File: src/rtl/irqc_pkg.sv
package irqc_pkg;
  localparam int DATA_W = 32;
  localparam int ADDR_W = 8;
  localparam int NUM_LINES = 2;
  localparam int MASTER_BIT = DATA_W - 1;

  localparam logic [ADDR_W-1:0] OFS_LINE0  = 8'h00;
  localparam logic [ADDR_W-1:0] OFS_LINE1  = 8'h04;
  localparam logic [ADDR_W-1:0] OFS_ROUTE  = 8'h20;
  localparam logic [ADDR_W-1:0] OFS_RAW    = 8'h30;
  localparam logic [ADDR_W-1:0] OFS_ARM    = 8'h34;
  localparam logic [ADDR_W-1:0] OFS_DISARM = 8'h38;
endpackage

File: src/rtl/irqc_ctrl_regs.sv
module irqc_ctrl_regs
  import irqc_pkg::*;
#(
  parameter logic [DATA_W-1:0] SRC_IMPL = 32'h0006_17FF
) (
  input  logic              clk,
  input  logic              rst_n,
  input  logic              wr,
  input  logic [ADDR_W-1:0] addr,
  input  logic [DATA_W-1:0] wdata,
  output logic [DATA_W-1:0] mask,
  output logic              master_en,
  output logic [DATA_W-1:0] route
);
  localparam logic [DATA_W-1:0] KEEP = SRC_IMPL & ~(DATA_W'(1) << MASTER_BIT);

  logic arm_hit, disarm_hit, route_hit;
  logic [DATA_W-1:0] wbits;

  assign arm_hit    = wr && (addr == OFS_ARM);
  assign disarm_hit = wr && (addr == OFS_DISARM);
  assign route_hit  = wr && (addr == OFS_ROUTE);
  assign wbits      = wdata & KEEP;

  always_ff @(posedge clk or negedge rst_n) begin
    if (!rst_n) begin
      mask      <= '0;
      master_en <= 1'b0;
      route     <= '0;
    end else begin
      if (arm_hit) begin
        mask <= mask | wbits;
        if (wdata[MASTER_BIT]) master_en <= 1'b1;
      end
      if (disarm_hit) begin
        mask <= mask & ~wbits;
        if (wdata[MASTER_BIT]) master_en <= 1'b0;
      end
      if (route_hit) route <= wbits;
    end
  end


  arm_sets_chk: assert property (@(posedge clk) disable iff (!rst_n)
    (wr && addr == OFS_ARM) |=> ((mask & $past(wdata & KEEP)) == $past(wdata & KEEP)));

  disarm_clears_chk: assert property (@(posedge clk) disable iff (!rst_n)
    (wr && addr == OFS_DISARM) |=> ((mask & $past(wdata & KEEP)) == '0));

  mask_hold_chk: assert property (@(posedge clk) disable iff (!rst_n)
    !wr |=> ($stable(mask) && $stable(master_en) && $stable(route)));

  mask_impl_chk: assert property (@(posedge clk) disable iff (!rst_n)
    ((mask | route) & ~KEEP) == '0);
endmodule

File: src/rtl/irqc_route.sv
module irqc_route
  import irqc_pkg::*;
(
  input  logic                 clk,
  input  logic                 rst_n,
  input  logic [DATA_W-1:0]    raw,
  input  logic [DATA_W-1:0]    mask,
  input  logic                 master_en,
  input  logic [DATA_W-1:0]    route,
  output logic [DATA_W-1:0]    line_stat [NUM_LINES],
  output logic [NUM_LINES-1:0] line
);
  logic [DATA_W-1:0] armed;
  assign armed = master_en ? (raw & mask) : '0;

  for (genvar n = 0; n < NUM_LINES; n++) begin : g_line
    logic [DATA_W-1:0] pick;
    assign pick         = (n == 0) ? ~route : route;
    assign line_stat[n] = armed & pick;
    assign line[n]      = |line_stat[n];
  end


  master_gate_chk: assert property (@(posedge clk) disable iff (!rst_n)
    !master_en |-> (line == '0));

  disjoint_chk: assert property (@(posedge clk) disable iff (!rst_n)
    (line_stat[0] & line_stat[1]) == '0);

  cover_all_chk: assert property (@(posedge clk) disable iff (!rst_n)
    master_en |-> ((line_stat[0] | line_stat[1]) == (raw & mask)));
endmodule

File: src/rtl/two_out_irqc.sv
module two_out_irqc
  import irqc_pkg::*;
#(
  parameter logic [DATA_W-1:0] SRC_IMPL = 32'h0006_17FF
) (
  input  logic                 clk,
  input  logic                 rst_n,
  input  logic [DATA_W-1:0]    src_lvl,
  input  logic                 reg_wr,
  input  logic [ADDR_W-1:0]    reg_addr,
  input  logic [DATA_W-1:0]    reg_wdata,
  output logic [DATA_W-1:0]    reg_rdata,
  output logic [NUM_LINES-1:0] irq_line
);
  localparam logic [DATA_W-1:0] SRC_KEEP = SRC_IMPL & ~(DATA_W'(1) << MASTER_BIT);

  logic [DATA_W-1:0] raw, mask, route;
  logic              master_en;
  logic [DATA_W-1:0] line_stat [NUM_LINES];

  assign raw = src_lvl & SRC_KEEP;

  irqc_ctrl_regs #(.SRC_IMPL(SRC_IMPL)) u_regs (
    .clk       (clk),
    .rst_n     (rst_n),
    .wr        (reg_wr),
    .addr      (reg_addr),
    .wdata     (reg_wdata),
    .mask      (mask),
    .master_en (master_en),
    .route     (route)
  );

  irqc_route u_route (
    .clk       (clk),
    .rst_n     (rst_n),
    .raw       (raw),
    .mask      (mask),
    .master_en (master_en),
    .route     (route),
    .line_stat (line_stat),
    .line      (irq_line)
  );

  always_comb begin
    unique case (reg_addr)
      OFS_LINE0:             reg_rdata = line_stat[0];
      OFS_LINE1:             reg_rdata = line_stat[1];
      OFS_ROUTE:             reg_rdata = route;
      OFS_RAW:               reg_rdata = raw;
      OFS_ARM, OFS_DISARM:   reg_rdata = mask | (DATA_W'(master_en) << MASTER_BIT);
      default:               reg_rdata = '0;
    endcase
  end


  raw_level_chk: assert property (@(posedge clk) disable iff (!rst_n)
    (reg_addr == OFS_RAW) |-> (reg_rdata == (src_lvl & SRC_KEEP)));
endmodule

File: config.mk
export PLATFORM = sky130hd
export DESIGN_NAME = two_out_irqc
export DESIGN_NICKNAME = d
export VERILOG_FILES = /design/src/rtl/irqc_pkg.sv /design/src/rtl/irqc_ctrl_regs.sv /design/src/rtl/irqc_route.sv /design/src/rtl/two_out_irqc.sv
export SDC_FILE = /design/constraint.sdc
export NUM_CORES = 1
export LEC_CHECK = 0
export BUFFER_PORTS_ARGS = -buffer_cell sky130_fd_sc_hd__buf_2
export CAP_MARGIN = 20
export CORE_UTILIZATION = 50
export DETAILED_ROUTE_END_ITERATION = 10
export PLACE_DENSITY = 0.95
export SYNTH_ARGS = -nofsm -noshare
export SYNTH_HDL_FRONTEND = slang
export SYNTH_SLANG_ARGS = --single-unit
File: constraint.sdc
create_clock -name clk -period 6.7 [get_ports clk]
set_clock_uncertainty 0.05 [all_clocks]
set_input_delay 1.34 -clock clk [delete_from_list [all_inputs] [get_ports clk]]
set_output_delay 1.34 -clock clk [all_outputs]
set_load 0.02 [all_outputs]
==> impl_metrics.toml, run 1 <==
[run_status]
status = "finished, final reports clean"

[finish]
final_util_pct = 61.2
multi_input_area_sq_mm = 0.00134
final_cell_mix = "buf_2 (56), dfrtp_1 (29), a21oi_1 (19)"
stdcell_area_sq_mm = 0.00252
final_cells = 339
n_antenna_cell = 0
area_delta_synth_final_pct = 13.6
mostFrequentLayoutCell = "buf_2"
fin_nets = 363
nFillCells = 378
seqCellArea_sq_um = 726
layout-drive-gt1-share_pct = 31.1

[clock_tree]
cts_buffer_depth = 2
hold_buffers = 0
cts_tree = "built"
clockRootBuffer = "clkbuf_8"
cts_buffers = 5
cts.sinks = 29
clk_latency_ns = 0.28
cts_setup_buffers = 0
htreeDepth = 2
clk_pin_slew_ns = 0.06
cts.repair.resized = 0

[drt]
vias = 2254
initialDrtViolationCount = 261
drt_pass1_iterations = 5
wl_met1_um = 2630
wl_met2_um = 2760
met3_length_um = 511
antenna_left = 0
top_layer = "met4"
vias_per_cell = 6.65
routed_wl_um = 6010
drc_errors = 0
routedWlPerCell_um = 17.7

[yosys]
synth_seq_cells = 29
synth_edf_count = 0
synthAdderAreaFrac_pct = 0
yosysWarnings = 0
synth-xor-area-share_pct = 0.395
ys.flop_type = "dfrtp_1"
yosys.area_share.simple_pct = 23.3
synth_top_family_by_area = "compound AO/OA/AOI/OAI gates"
synthMuxAreaShare_pct = 8.80
syn_area_per_cell_sq_um = 9.32
yosysUniqueCellTypes = 56
syn_inst = 238
async_flop_share_pct = 100
synth_compound_area_share_pct = 24.5
syn-cell-area_sq_mm = 0.00222
seq_area_frac_synth_pct = 32.7

[place]
hpwl_um = 4260
io_buffers = 56
dp.cells = 331
placed_cell_area_sq_mm = 0.00244
gp_congestion = 0.892

[job]
cap_violations = 0

[sta]
setup_viol = 0
fmax_mhz = 203
grt_setup_unrepaired = "no"
slew_viol_final = 0
tightest_slew_ns = 0.887
setup_tns_ns = 0
finalCritPeriodShare_pct = 73.6
hold_viol = 0
slew_headroom_pct = 40.4
hold_slack_ns = 0.509
timing.final.crit_period_ns = 4.93

[floorplan]
io_pins = 109
start_util_pct = 53.9
placementRows = 23
die_w_um = 68.6
coreArea_sq_mm = 0.00412
die_area_sq_mm = 0.00471
die_h_um = 68.6

[grt]
antenna_found_initial = 0
grt_pass1_vias = 1923
grt_usage_pct = 27.0
overflow = 0
grt_max_degree = 30
grt_pass1_wl_um = 9290

[worst_setup_path]
start_kind = "input port"
crit_family = "simple AND/OR/NAND/NOR gates"
cp.arrival_ns = 3.54
ff2ff_setup_slack_ns = 5.44
reg2regPathDepth = 2
r2r_end = "u_regs.master_en"
path_max_fanout = 8
cp.required_ns = 5.31
endpoint_kind = "output pin"
max_stage_delay_ns = 0.86
cp_common_cell = "buf_2"
crit_buf_inv = 3
slowest_stage = "nor4_2"
reg2reg_from = "u_regs.master_en"
worstPathCellList = "buf_2 > nand4bb_1 > nor4_2 > buf_4 > o2bb2ai_1 > a311o_1 > buf_2"
critical_path_class = "in2out"

[power_and_ir_drop]
power_per_cell_area_mw_per_mm2 = 162
peakVddDrop_uv = 94.0
power_leakage_uw = 0.00118

[hold_path]
whs_path_depth = 1
min_to = "u_regs.route[2]"
min_path_type = "reg2reg"
worstHoldStart = "u_regs.route[2]"
-- per-layer routing --
metal / track usage, % / vias to the layer above
li1: - / 1007
met1: 36.4 / 1095
met2: 42.4 / 137
met3: 5.92 / 15
met4: 9.64 / 0
met5: 0 / -
-- metrics by stage --
stage,total power (uW),setup WS [ns]
global placement,266,1.85
floorplan,246,2.56
global route,425,1.66
detailed placement,270,1.84
finish,407,1.77
CTS,410,1.83
-- power breakdown --
group	internal [uW]	switching, uW
Combinational	25.7	40.3
Clock	73.6	65.0
Sequential	187	15.4
-- final cells by class --
class | instances | area share (%)
flip-flops and latches | 29 | 28.8
repair buffers | 58 | 11.7
inverters | 3 | 0.546
well taps | 50 | 2.48
multi-input cells | 191 | 53.3
clock buffers | 8 | 3.18
-- logic make-up after synthesis --
family / after synthesis
and+or+nand+nor: 81
AOI/OAI and AO/OA: 78
buffers and inverters: 34
DFF: 29
muxes: 14
xor gates and xnor gates: 1
other: 1
-- worst max path at each step --
stage	cells past startpoint	start	end	slack, ns
2_1_floorplan	5	reg_addr[2]	reg_rdata[3]	2.56
3_3_place_gp	7	reg_addr[6]	reg_rdata[7]	1.85
3_5_place_dp	7	reg_addr[6]	reg_rdata[10]	1.84
4_1_cts	7	reg_addr[6]	reg_rdata[10]	1.83
5_1_grt	7	reg_addr[6]	reg_rdata[8]	1.66
6_report	7	reg_addr[6]	reg_rdata[7]	1.77
-- cell usage after synthesis, types with 4 or more instances --
library cell	instances	area, sq um
o211ai_1	7	52.6
buf_4	18	135
and4_1	4	35.0
nand3_1	4	20.0
nand2_1	11	41.3
mux2_2	4	45.0
clkbuf_1	6	22.5
nand4_1	11	68.8
a22oi_1	14	105
nor2_1	17	63.8
a31oi_1	15	93.8
dfrtp_1	29	726
buf_2	4	20.0
mux2_4	10	150
nand4b_1	4	35.0
a21oi_1	19	95.1
No activity file was read; power rests on OpenSTA's default activity.
==> run 2, diff against run 1 <==
--- a/config.mk
+++ b/config.mk
@@ -5,11 +5,12 @@
 export SDC_FILE = /design/constraint.sdc
 export NUM_CORES = 1
 export LEC_CHECK = 0
+export ABC_AREA = 1
 export BUFFER_PORTS_ARGS = -buffer_cell sky130_fd_sc_hd__buf_2
 export CAP_MARGIN = 20
-export CORE_UTILIZATION = 50
+export CORE_UTILIZATION = 48
 export DETAILED_ROUTE_END_ITERATION = 10
-export PLACE_DENSITY = 0.95
+export PLACE_DENSITY = 0.92
 export SYNTH_ARGS = -nofsm -noshare
 export SYNTH_HDL_FRONTEND = slang
 export SYNTH_SLANG_ARGS = --single-unit
==> constraint.sdc (replaced) <==
create_clock -name clk -period 4.8 [get_ports clk]
set_clock_uncertainty 0.05 [all_clocks]
set_input_delay 0.96 -clock clk [delete_from_list [all_inputs] [get_ports clk]]
set_output_delay 0.96 -clock clk [all_outputs]
set_load 0.02 [all_outputs]
==> impl_metrics.toml, run 2 <==
[worst_setup_path]
max_stage_delay_ns = 0.41
cp.arrival_ns = 2.57
path_max_fanout = 42
slowest_stage = "nand2_4"
cp.required_ns = 3.79
reg2regPathDepth = 2
critical_path_class = "in2out"
worstPathCellList = "buf_2 > inv_1 > nand2_2 > nor2_8 > nand2_4 > nand2_4 > nand2_1 > nand2_1 > buf_2"
start_kind = "input port"
endpoint_kind = "output pin"

[finish]
nFillCells = 476
fin_nets = 512
final_cells = 504
mostFrequentLayoutCell = "nand2_1"
n_antenna_cell = 0
area_delta_synth_final_pct = 9.57
layout-drive-gt1-share_pct = 16.7
stdcell_area_sq_mm = 0.00269
final_cell_mix = "nand2_1 (114), nor2_1 (76), nand3_1 (69)"

[floorplan]
start_util_pct = 51.0
io_pins = 109
placementRows = 25
die_h_um = 73.6
die_w_um = 73.6
coreArea_sq_mm = 0.00482
die_area_sq_mm = 0.00541

[drt]
drt_pass1_iterations = 5
routed_wl_um = 6790
vias_per_cell = 5.53
vias = 2786
antenna_left = 0
initialDrtViolationCount = 309
drc_errors = 0
routedWlPerCell_um = 13.5

[yosys]
syn_inst = 395
syn_area_per_cell_sq_um = 6.22
yosysWarnings = 0
synthTopCellsByCount = "nand2_1 (114), nor2_1 (76), nand3_1 (69)"
synth.most_common_cell = "nand2_1"
synth.area.top_cells = "dfrtp_1 (30%), nand2_1 (17%), nand3_1 (14%)"
yosysUniqueCellTypes = 23
syn-cell-area_sq_mm = 0.00246
synth_top_area_share_pct = 29.5
yosys.area.top_type = "dfrtp_1"
seq_area_frac_synth_pct = 29.5
synth_seq_cells = 29
ys.flop_type = "dfrtp_1"
synth_edf_count = 0
async_flop_share_pct = 100

[clock_tree]
htreeDepth = 2
clockRootBuffer = "clkbuf_8"
clk_pin_slew_ns = 0.06
cts.sinks = 29
cts.repair.resized = 0
hold_buffers = 0
clk_latency_ns = 0.28
cts_tree = "built"
cts_setup_buffers = 0
cts_buffers = 5
cts_buffer_depth = 2

[sta]
setup_tns_ns = 0
grt_setup_unrepaired = "no"
hold_viol = 0
timing.final.crit_period_ns = 3.58
setup_viol = 0
tightest_slew_ns = 0.665
slew_headroom_pct = 55.7
fmax_mhz = 279
finalWorstSetupSlack_ns = 1.22
finalCritPeriodShare_pct = 74.7
slew_viol_final = 0

[place]
hpwl_um = 4630
placed_cell_area_sq_mm = 0.00261
gp_congestion = 0.890
dp_slack_ns = 1.28
io_buffers = 56
dp.cells = 497

[grt]
antenna_found_initial = 0
grt_pass1_wl_um = 10900
use_met3_pct = 5.08
grt_max_degree = 43
overflow = 0
met1_usage_pct = 34.4
grt_pass1_vias = 2429
grt_usage_pct = 26.7
grtUsageMet2_pct = 42.8
top_usage_layer = "met2"

[power_and_ir_drop]
peakVddDrop_uv = 171
power_per_cell_area_mw_per_mm2 = 219
power_leakage_uw = 0.00159

[hold_path]
whs_path_depth = 2
min_path_type = "reg2reg"

[run_status]
status = "finished, final reports clean"

[job]
cap_violations = 0
[run 2: cell types whose count changed after synthesis, sizes merged, moves of 5 or more]
cell and delta:
nand3 +65, a31oi -15, nor2 +62, o211ai -7, a22oi -14, nand4 +5
nand2 +108, inv +21, buf +10, mux2 -14
[run 2: cell type report]
cell class                 instances  area (sq um)  share of cell area, %
multi-input combinational        321          1430                   53.0
clock buffer                       7          86.3                   3.21
inverter                          24          90.1                   3.35
tap                               67          83.8                   3.11
sequential                        29           726                   27.0
timing repair buffer              56           280                   10.4
[run 2: critical path: cells and delay by family]
| family | cells | cell delay, ns |
|---|---|---|
| simple gates | 6 | 1.26 |
| buf+inv | 3 | 0.33 |
[run 2: worst paths after layout]
kind / from / end / slack [ns]
setup / recovery: reg_addr[6] / reg_rdata[9] / 1.22
setup reg to reg: u_regs.master_en / u_regs.master_en / 3.62
hold / removal: flip-flop / flip-flop / 0.45
hold reg to reg: flip-flop / flip-flop / 0.45
max in group asynchronous: rst_n / async pin / 3.63
min in group asynchronous: rst_n / async pin / 0.65
[run 2: logic make-up after synthesis]
logic type	after synthesis	synth area share, %
other cells	1	0.153
buf+inv	61	14.9
compound gates	19	3.92
flops	29	29.5
simple gates	285	51.5
[run 2: metrics by stage]
stage / hold WS (ns) / total power [uW] / utilization (%)
CTS: 0.448 / 589 / 55.9
finish: 0.449 / 588 / 55.9
floorplan: 0.413 / 355 / -
global placement: 0.429 / 386 / 54.1
detailed placement: 0.433 / 390 / 54.1
global route: 0.483 / 614 / 55.9
[run 2: metal layers]
metal	vias up	wire [um]
met2	198	3160
met3	27	723
met4	0	174
met5	-	0
li1	1324	-
met1	1237	2730
[run 2: report_power, final]
part	total, uW	switching (uW)	internal, uW
registers	279	17.6	261
clock network	199	85.9	113
logic	110	77.6	32.6
total	588	181	407
